--- src/rtl/i2cm_pkg.sv ---
package i2cm_pkg;

    typedef enum logic [3:0] {
        ST_IDLE,
        ST_DEV,
        ST_DEV_ACK,
        ST_WADR,
        ST_WADR_ACK,
        ST_WDAT,
        ST_WDAT_ACK,
        ST_RDAT,
        ST_RD_ACK,
        ST_SKIP
    } slv_state_e;

endpackage

--- src/rtl/i2cm_sync.sv ---
module i2cm_sync #(
    parameter int STAGES = 2,
    parameter int W      = 2,
    parameter logic [W-1:0] RST_VAL = '1
) (
    input  logic         clk,
    input  logic         rst_n,
    input  logic [W-1:0] d_i,
    output logic [W-1:0] q_o
);
    logic [W-1:0] stg_q [STAGES];

    for (genvar i = 0; i < STAGES; i++) begin : g_stage
        if (i == 0) begin : g_first
            always_ff @(posedge clk or negedge rst_n) begin
                if (!rst_n) stg_q[0] <= RST_VAL;
                else        stg_q[0] <= d_i;
            end
        end else begin : g_next
            always_ff @(posedge clk or negedge rst_n) begin
                if (!rst_n) stg_q[i] <= RST_VAL;
                else        stg_q[i] <= stg_q[i-1];
            end
        end
    end

    assign q_o = stg_q[STAGES-1];
endmodule

--- src/rtl/i2cm_edge.sv ---
module i2cm_edge (
    input  logic clk,
    input  logic rst_n,
    input  logic scl_s,
    input  logic sda_s,
    output logic scl_rise,
    output logic scl_fall,
    output logic start_det,
    output logic stop_det
);
    logic scl_p_q, sda_p_q;

    always_ff @(posedge clk or negedge rst_n) begin
        if (!rst_n) begin
            scl_p_q <= 1'b1;
            sda_p_q <= 1'b1;
        end else begin
            scl_p_q <= scl_s;
            sda_p_q <= sda_s;
        end
    end

    assign scl_rise  =  scl_s & ~scl_p_q;
    assign scl_fall  = ~scl_s &  scl_p_q;
    assign start_det =  scl_s &  scl_p_q &  sda_p_q & ~sda_s;
    assign stop_det  =  scl_s &  scl_p_q & ~sda_p_q &  sda_s;
endmodule

--- src/rtl/i2cm_ram.sv ---
module i2cm_ram #(
    parameter int ADDR_W = 8,
    parameter int DATA_W = 8
) (
    input  logic              clk,
    input  logic              we,
    input  logic [ADDR_W-1:0] addr,
    input  logic [DATA_W-1:0] wdata,
    output logic [DATA_W-1:0] rdata
);
    localparam int DEPTH = 1 << ADDR_W;

    logic [DATA_W-1:0] mem [DEPTH];

    always_ff @(posedge clk) begin
        if (we) mem[addr] <= wdata;
    end

    assign rdata = mem[addr];
endmodule

--- src/rtl/i2c_bank_mem_slave.sv ---
module i2c_bank_mem_slave
    import i2cm_pkg::*;
#(
    parameter int          SYNC_STAGES = 2,
    parameter int          ADDR_W      = 8,
    parameter int          BANK_W      = 3,
    parameter logic [3:0]  TYPE_CODE   = 4'b1010
) (
    input  logic              clk,
    input  logic              rst_n,
    input  logic              scl_i,
    input  logic              sda_i,
    input  logic [BANK_W-1:0] bank_sel,
    output logic              sda_oe
);
    localparam int BYTE_W = 8;
    localparam int CNT_W  = $clog2(BYTE_W);

    typedef struct packed {
        slv_state_e        st;
        logic [CNT_W-1:0]  cnt;
        logic              done;
        logic [BYTE_W-1:0] sh;
        logic [ADDR_W-1:0] ptr;
        logic              rw;
        logic              oe;
        logic              mack;
    } slv_regs_t;

    slv_regs_t d, q;

    logic              scl_s, sda_s;
    logic              scl_rise, scl_fall, start_det, stop_det;
    logic              wr_en;
    logic [BYTE_W-1:0] rd_data;
    logic              dev_match;
    slv_state_e        st_q;
    logic [ADDR_W-1:0] ptr_q;

    i2cm_sync #(.STAGES(SYNC_STAGES), .W(2), .RST_VAL(2'b11)) u_sync (
        .clk   (clk),
        .rst_n (rst_n),
        .d_i   ({scl_i, sda_i}),
        .q_o   ({scl_s, sda_s})
    );

    i2cm_edge u_edge (
        .clk       (clk),
        .rst_n     (rst_n),
        .scl_s     (scl_s),
        .sda_s     (sda_s),
        .scl_rise  (scl_rise),
        .scl_fall  (scl_fall),
        .start_det (start_det),
        .stop_det  (stop_det)
    );

    i2cm_ram #(.ADDR_W(ADDR_W), .DATA_W(BYTE_W)) u_ram (
        .clk   (clk),
        .we    (wr_en),
        .addr  (q.ptr),
        .wdata (q.sh),
        .rdata (rd_data)
    );

    assign dev_match = (q.sh[7:4] == TYPE_CODE) && (q.sh[BANK_W:1] == bank_sel);

    always_comb begin
        d     = q;
        wr_en = 1'b0;
        if (stop_det) begin
            d.st   = ST_IDLE;
            d.oe   = 1'b0;
            d.cnt  = '0;
            d.done = 1'b0;
        end else if (start_det) begin
            d.st   = ST_DEV;
            d.oe   = 1'b0;
            d.cnt  = '0;
            d.done = 1'b0;
        end else begin
            case (q.st)
                ST_DEV, ST_WADR, ST_WDAT: begin
                    if (scl_rise) begin
                        d.sh  = {q.sh[BYTE_W-2:0], sda_s};
                        d.cnt = q.cnt + 1'b1;
                        if (q.cnt == CNT_W'(BYTE_W-1)) d.done = 1'b1;
                    end else if (scl_fall && q.done) begin
                        d.done = 1'b0;
                        d.cnt  = '0;
                        if (q.st == ST_DEV) begin
                            if (dev_match) begin
                                d.st = ST_DEV_ACK;
                                d.oe = 1'b1;
                                d.rw = q.sh[0];
                            end else begin
                                d.st = ST_SKIP;
                            end
                        end else if (q.st == ST_WADR) begin
                            d.ptr = q.sh[ADDR_W-1:0];
                            d.st  = ST_WADR_ACK;
                            d.oe  = 1'b1;
                        end else begin
                            wr_en = 1'b1;
                            d.ptr = q.ptr + 1'b1;
                            d.st  = ST_WDAT_ACK;
                            d.oe  = 1'b1;
                        end
                    end
                end
                ST_DEV_ACK: begin
                    if (scl_fall) begin
                        if (q.rw) begin
                            d.sh  = rd_data;
                            d.oe  = ~rd_data[BYTE_W-1];
                            d.cnt = '0;
                            d.st  = ST_RDAT;
                        end else begin
                            d.oe = 1'b0;
                            d.st = ST_WADR;
                        end
                    end
                end
                ST_WADR_ACK, ST_WDAT_ACK: begin
                    if (scl_fall) begin
                        d.oe = 1'b0;
                        d.st = ST_WDAT;
                    end
                end
                ST_RDAT: begin
                    if (scl_rise) begin
                        d.cnt = q.cnt + 1'b1;
                        if (q.cnt == CNT_W'(BYTE_W-1)) d.done = 1'b1;
                    end else if (scl_fall) begin
                        if (q.done) begin
                            d.done = 1'b0;
                            d.cnt  = '0;
                            d.oe   = 1'b0;
                            d.ptr  = q.ptr + 1'b1;
                            d.st   = ST_RD_ACK;
                        end else begin
                            d.sh = {q.sh[BYTE_W-2:0], 1'b0};
                            d.oe = ~q.sh[BYTE_W-2];
                        end
                    end
                end
                ST_RD_ACK: begin
                    if (scl_rise) begin
                        d.mack = ~sda_s;
                    end else if (scl_fall) begin
                        if (q.mack) begin
                            d.sh  = rd_data;
                            d.oe  = ~rd_data[BYTE_W-1];
                            d.cnt = '0;
                            d.st  = ST_RDAT;
                        end else begin
                            d.st = ST_SKIP;
                        end
                    end
                end
                default: ;
            endcase
        end
    end

    always_ff @(posedge clk or negedge rst_n) begin
        if (!rst_n) begin
            q <= '{st: ST_IDLE, cnt: '0, done: 1'b0, sh: '0, ptr: '0,
                   rw: 1'b0, oe: 1'b0, mack: 1'b0};
        end else begin
            q <= d;
        end
    end

    assign sda_oe = q.oe;
    assign st_q   = q.st;
    assign ptr_q  = q.ptr;
endmodule


--- config.mk ---
export PLATFORM = sky130hd
export DESIGN_NAME = i2c_bank_mem_slave
export DESIGN_NICKNAME = d
export VERILOG_FILES = /design/src/rtl/i2cm_pkg.sv /design/src/rtl/i2cm_sync.sv /design/src/rtl/i2cm_edge.sv /design/src/rtl/i2cm_ram.sv /design/src/rtl/i2c_bank_mem_slave.sv
export SDC_FILE = /design/constraint.sdc
export NUM_CORES = 2
export LEC_CHECK = 0
export BUFFER_PORTS_ARGS = -buffer_cell sky130_fd_sc_hd__buf_2
export CAP_MARGIN = 0
export CORE_AREA = 2 2 453 455
export DETAILED_ROUTE_END_ITERATION = 8
export DIE_AREA = 0 0 455 457
export PLACE_DENSITY = 0.55
export SLEW_MARGIN = 20
export SYNTH_ARGS = -nofsm -noshare
export SYNTH_HDL_FRONTEND = slang
export SYNTH_SLANG_ARGS = --single-unit
export TNS_END_PERCENT = 50
--- constraint.sdc ---
create_clock -name clk -period 8.2 [get_ports clk]
set_clock_uncertainty 0.2 [all_clocks]
set_input_delay 0.82 -clock clk [delete_from_list [all_inputs] [get_ports clk]]
set_output_delay 0.82 -clock clk [all_outputs]
set_load 0.01 [all_outputs]
-- Word level (Yosys, flattened, before mapping)
Memories as Yosys holds them, arrays and structs flattened.
Cells that the tools add are included.
- multipliers: 0
- bitwise logic cells: 16
- div/mod/pow operators: 0
- equal/unequal tests: 39
- magnitude comparators: 0
- multiplexer cells: 63
- add/subtract/negate cells: 2
- shifts and indexed selects: 0
- reductions and logical operators: 17
- operators by type and width (cell ; number):
    8-bit 2-to-1 mux ; 14
    4-bit != test (second input constant) ; 11
    4-bit 2-to-1 mux ; 8
    8-bit case mux with 4 select lines ; 1
    2-bit != test (second input constant) ; 13
    24-bit 2-to-1 mux ; 1
    1-bit 2-to-1 mux ; 23
    7-bit 2-to-1 mux ; 3
    10-bit 2-to-1 mux ; 2
    5-bit != test (second input constant) ; 4
    4-bit case mux with 5 select lines ; 1
    9-bit AND reduction ; 2
    4-bit by 3-bit equality test with 1-bit output (second input constant) ; 4
    16-bit 2-to-1 mux ; 1
    8-bit case mux with 2 select lines ; 1
    3-bit case mux with 4 select lines ; 1
    12-bit AND reduction ; 1
    11-bit AND reduction ; 1
    10-bit AND reduction ; 1
    3-bit 2-to-1 mux ; 3
    1-bit inverter ; 9
    8-bit by 1-bit adder with 8-bit output (second input constant) ; 1
    4-bit by 2-bit equality test with 1-bit output (second input constant) ; 2
    4-bit equality test (second input constant) ; 2
    other kinds (18) ; 27
- input bits: 7
- bits in read-only memories: 0
- logic and storage cells: 150
- RAM bits: 2048
- bits in latches: 0
- output and inout port bits: 1
- flip-flop bits (word level): 33
- memories: 1
- memory list (name ; depth ; bits a word ; read ports ; clocked after Yosys merged registers in ; write ports ; RTL line ; text):
    u_ram.mem ; 256 ; 8 ; 1 ; 0 ; 1 ; i2cm_ram.sv:13 ; logic [DATA_W-1:0] mem [DEPTH];

-- Longest topological paths before layout
- word-level depth: 10
- gate-level depth with buffers: 12
- mapped depth without buffers: 9

-- Modules after synthesis
Synthesis repeated with hierarchy kept, for this count alone.
- cells, all modules: 3765
- area total of the unflattened synthesis: 80492.2 um2
- modules (own cells, without submodules) (module ; instances ; sequential area each (um2) ; area each (um2) ; cells each):
    i2cm_ram ; 1 ; 61499.0 ; 78332.6 ; 3539
    i2c_bank_mem_slave ; 1 ; 675.6 ; 1954.4 ; 214
    i2cm_sync ; 1 ; 105.1 ; 120.1 ; 6
    i2cm_edge ; 1 ; 52.6 ; 85.1 ; 6

-- Least setup slack after synthesis
Ideal clock, no wire load.
- kind: register to register
- start point: register q[18] (netlist name)
- end point: register q (netlist bit st_q[0])
- required time: 7.849 ns
- library setup time: 0.151 ns
- stages on the path, launching flop included: 8
- arrival time: 4.554 ns
- buffers on the path: 0
- clock period less this slack: 4.905 ns
- slack: 3.295 ns
- cell sequence: dfrtp_1 -> nor4bb_1 -> nand4_1 -> and3_1 -> nor3_1 -> o21ai_0 -> nand3_1 -> o21ai_0
- cells in the longest elaborated chain, start to end: 9
- ends and longest elaborated chain (element ; RTL line ; text):
    from (decl) ; i2c_bank_mem_slave.sv:30 ; slv_regs_t d, q;
    from (signal assigned) ; i2c_bank_mem_slave.sv:168 ; q <= '{st: ST_IDLE, cnt: '0, done: 1'b0, sh: '0, ptr: '0,
    4-bit equality test ; i2c_bank_mem_slave.sv:66 ; assign dev_match = (q.sh[7:4] == TYPE_CODE) && (q.sh[BANK_W:1] == bank_sel);
    1-bit logical AND ; i2c_bank_mem_slave.sv:66 ;
    4-bit 2-to-1 mux ; i2c_bank_mem_slave.sv:92 ; if (dev_match) begin
    4-bit 2-to-1 mux ; i2c_bank_mem_slave.sv:91 ; if (q.st == ST_DEV) begin
    8-bit 2-to-1 mux ; i2c_bank_mem_slave.sv:88 ; end else if (scl_fall && q.done) begin
    4-bit 2-to-1 mux ; i2c_bank_mem_slave.sv:84 ; if (scl_rise) begin
    4-bit case mux with 5 select lines ; i2c_bank_mem_slave.sv:82 ; case (q.st)
    8-bit 2-to-1 mux ; i2c_bank_mem_slave.sv:76 ; end else if (start_det) begin
    8-bit 2-to-1 mux ; i2c_bank_mem_slave.sv:71 ; if (stop_det) begin
Every way passes these cells. The select of a mux whose other input is x is not followed.
A chain may end at the register's enable or synchronous reset.

-- Final worst setup path
- start point: register u_edge.scl_p_q
- end point: memory u_ram.mem[61][2], enable pin
- cells in the longest elaborated chain, start to end: 9
- elaborated cells on any way between the ends: 16
- classes of those cells: 7 x mux; 8 x bitwise; 1 x reduce/logical
- ends and longest elaborated chain (element ; RTL line ; text):
    from (decl) ; i2cm_edge.sv:11 ; logic scl_p_q, sda_p_q;
    from (signal assigned) ; i2cm_edge.sv:18 ; scl_p_q <= scl_s;
    1-bit AND ; i2cm_edge.sv:24 ; assign scl_fall = ~scl_s & scl_p_q;
    1-bit logical AND ; i2c_bank_mem_slave.sv:88 ;
    1-bit 2-to-1 mux ; i2c_bank_mem_slave.sv:88 ;
    1-bit 2-to-1 mux ; i2c_bank_mem_slave.sv:84 ;
    1-bit 2-to-1 mux ; i2c_bank_mem_slave.sv:82 ;
    1-bit 2-to-1 mux ; i2c_bank_mem_slave.sv:76 ;
    1-bit 2-to-1 mux (*) ; i2c_bank_mem_slave.sv:71 ;
    1-bit 2-to-1 mux (*) ; i2cm_ram.sv:16 ; if (we) mem[addr] <= wdata;
    1-bit 2-to-1 mux (not written as such) (*) ; i2cm_ram.sv:16 ;
    to (decl) ; i2cm_ram.sv:13 ;
Mark *: on every way between the ends. The rest lies on a longest branch, timed or not.

==> results.sh <==
export IMPL_ctsHtreeMaxLevel=4
export IMPL_synth_ff_type="edfxtp_1"
export IMPL_post_route_period_util_pct=64.31
export IMPL_vias=38280
export IMPL_finalHoldViolCount=0
export IMPL_async_flop_share_pct=1.586
export IMPL_pwr_density_cell_nw_per_um2=267.9
export IMPL_grt_max_degree=201
export IMPL_drcViolationCount=0
export IMPL_yosys_area_top_type_share_pct=76.25
export IMPL_worstPathRequired_ns=8.46
export IMPL_crit_family="simple AND/OR/NAND/NOR gates"
export IMPL_dieArea_um2=207900
export IMPL_setup_slack_ns=2.927
export IMPL_r2r_cells=8
export IMPL_yosysMostFrequentCell="edfxtp_1"
export IMPL_synth_seq_cells=2081
export IMPL_netSwitchingFraction_pct=23.62
export IMPL_path_cells="inv_1, ha_1, nor2_1, and3_1, nand3_1, nor3_1, nand2_1, nor2_1"
export IMPL_pwr_share_comb_pct=6.2
export IMPL_start_util_pct=39.66
export IMPL_cpPeakStageDelay_ns=1.05
export IMPL_setup_viol_count_final=0
export IMPL_hold_path_class="register to register"
export IMPL_synth_top_cell_by_area="edfxtp_1"
export IMPL_coreArea_um2=203300
export IMPL_maxSlewHeadroom_pct=27.17
export IMPL_rsz0062_at_grt="false"
export IMPL_gp_congestion=0.8177
export IMPL_die_w_um=455
export IMPL_yosys_top_cells_count="edfxtp_1, mux4_2, nor2_1"
export IMPL_postCtsSetupBuffers=0
export IMPL_postSynthAreaPerCell_um2=22.08
export IMPL_final_util_pct=44.63
export IMPL_fin_tns_setup_ns=0
export IMPL_worstSetupPathDepth=8
export IMPL_path_clk_slew_ns=0.06
export IMPL_syn_area_um2=80650
export IMPL_tightest_slew_ns=1.092
export IMPL_dp_slack_ns=3.022
export IMPL_p_sw_mw=5.742
export IMPL_seq_power_share_pct=54.7
export IMPL_fin_nets=3747
export IMPL_clk_insertion_delay_late_ns=0.86
export IMPL_crit_type="register to register"
export IMPL_die_h_um=457
export IMPL_worstPathMaxFanout=15
export IMPL_grt_total_usage_pct=19.97
export IMPL_hpwlAfterDp_mm=120.6
export IMPL_ant_nets=0
export IMPL_drive_above_1_share_pct=26.01
export IMPL_cts_root_buffer="clkbuf_16"
export IMPL_arrival_ns=5.53
export IMPL_antenna_found_initial=4
export IMPL_overflow=0
export IMPL_ys_types=56
export IMPL_cts_tree="built"
export IMPL_cts_made_buffers=207
export IMPL_area_delta_synth_final_pct=12.53
export IMPL_io_pins=8
export IMPL_routed_wl_mm=207.2
export IMPL_peakVddDrop_v=0.0002267
export IMPL_yosys_warnings=0
export IMPL_drv_cap=0
export IMPL_fp_row_count=166
export IMPL_status="complete, no violations"
export IMPL_cpMostUsedCell="nor2_1"
export IMPL_seq_area_frac_synth_pct=77.29
export IMPL_wl_per_cell_um=31.43
export IMPL_endpoint_kind="register"
export IMPL_clockBufferDepth=3
export IMPL_nFillCells=16930
export IMPL_worst_path_max_delay_cell="nor3_1"
export IMPL_synth_edff_count=2048
export IMPL_grt_first_pass_wirelength_mm=296.5
export IMPL_intPower_mw=18.57
export IMPL_synth_area_top_cells="edfxtp_1, mux4_2, nor2_1"
export IMPL_firstDrtPassIters=5
export IMPL_io_buffers=7
export IMPL_hold_path_depth=0
export IMPL_cts_sinks=2081
export IMPL_fin_crit_ns=5.273
export IMPL_syn_nets=3668
export IMPL_grt_pass1_vias=38690
export IMPL_drtIter0Drc=4356
export IMPL_routed_via_density=5.806
export IMPL_start_kind="register"
export IMPL_clock_power_share_pct=39.1
export IMPL_slew_violations=0
export IMPL_crit_buf_inv=1
export IMPL_p_leak_nw=27.02
export IMPL_fmax_mhz=189.6
export IMPL_netlist_instances=3652
## cells by family (layout without fill, tap and decap cells)
group | Yosys count | in the layout | share of synthesized area, %
DFF | 2081 | 2081 | 77.29
muxes | 603 | 603 | 16.64
and+or+nand+nor | 459 | 459 | 2.388
AOI/OAI and AO/OA | 264 | 264 | 2.180
buffers and inverters | 232 | 483 | 1.322
adders and majority gates | 9 | 9 | 0.1396
xor gates and xnor gates | 4 | 4 | 0.04345
other | 0 | 2 | 0
## through the flow
step                      cells  power [mW]  hold slack, ns  cell area (um^2)
after floorplan            3652       14.28          0.1452             80650
after global placement     6207       15.03          0.1836             83900
after detailed placement   6207       15.07          0.1804             83910
after CTS                  6591       24.51          0.1933             90750
after global routing       6592       25.05          0.1962             90750
final                      6593       24.31          0.1960             90760
## repair_timing
| action | in CTS | in global routing |
|---|---|---|
| hold buffers | 3 | 0 |
| gates resized for setup | 0 | 0 |
| endpoints found under the hold margin | 29 | 0 |
| setup endpoints to repair | 0 | 0 |
## placed cells by master (no fill, tap or decap), drive strengths merged, types with 13 or more instances in the layout
| cell | synthesis | layout |
|---|---|---|
| a21oi | 71 | 71 |
| a22oi | 119 | 119 |
| buf | 91 | 85 |
| bufinv | 0 | 25 |
| clkbuf | 127 | 244 |
| clkinv | 0 | 97 |
| dfrtp | 27 | 27 |
| edfxtp | 2048 | 2048 |
| inv | 14 | 21 |
| mux4 | 590 | 590 |
| nand2 | 78 | 78 |
| nand3 | 20 | 20 |
| nor2 | 289 | 289 |
| nor3 | 16 | 16 |
| nor4 | 13 | 13 |
| o21ai | 25 | 25 |
## worst reg2reg max path, delay by kind of cell, from the launching register on
kind | cells | cell delay, ns
adders and majority gates | 1 | 0.32
buffers and inverters | 1 | 0.06
DFF | 1 | 0.56
and+or+nand+nor | 6 | 3.76
## state kept, by name, summed over array words and instances (netlist names)
name            flops
u_ram.mem        2048
q                  14
ptr_q               8
st_q                4
u_sync.q_o          2
u_sync.stg_q        2
sda_oe              1
u_edge.scl_p_q      1
u_edge.sda_p_q      1
## layout make-up
cell class	instances	area [um^2]	share of cell area, %
Timing Repair Buffer	88	804.5	0.8865
Sequential cell	2081	62380	68.73
Inverter	14	52.55	0.05790
Antenna cell	2	5.005	0.005515
Clock inverter	137	1465	1.614
Multi-Input combinational cell	1339	17350	19.12
Clock buffer	244	5340	5.884
Tap cell	2688	3363	3.706
## path summary, 6_finish.rpt
check | startpoint | endpoint | slack, ns
setup reg to reg | u_edge.scl_p_q$_DFF_PN1_ | u_ram.mem[61][2]$_DFFE_PP_ | 2.93
min in group asynchronous | rst_n | q[21]$_DFFE_PN0P_ | 0.45
max in group asynchronous | rst_n | q[12]$_DFFE_PN0P_ | 6.66
setup / recovery | u_edge.scl_p_q$_DFF_PN1_ | u_ram.mem[61][2]$_DFFE_PP_ | 2.93
hold reg to reg | u_sync.q_o[1]$_DFF_PN1_ | u_edge.scl_p_q$_DFF_PN1_ | 0.20
hold / removal | u_sync.q_o[1]$_DFF_PN1_ | u_edge.scl_p_q$_DFF_PN1_ | 0.20
## per-layer routing
metal	part of all wire (%)	GRT usage, %
met5	0.0053	0
met4	2.3	5.176
met3	6.4	3.446
met2	48	31.06
met1	43	29.24
## power by group through the flow
stage	combinational [mW]	sequential (mW)	clock, mW
final	1.50	13.3	9.51
after global routing	1.65	13.3	10.1
after CTS	1.54	13.3	9.67
after detailed placement	1.54	13.5	0
after global placement	1.51	13.5	0
after floorplan	0.213	14.1	0
No activity file was read; power rests on OpenSTA's default activity.
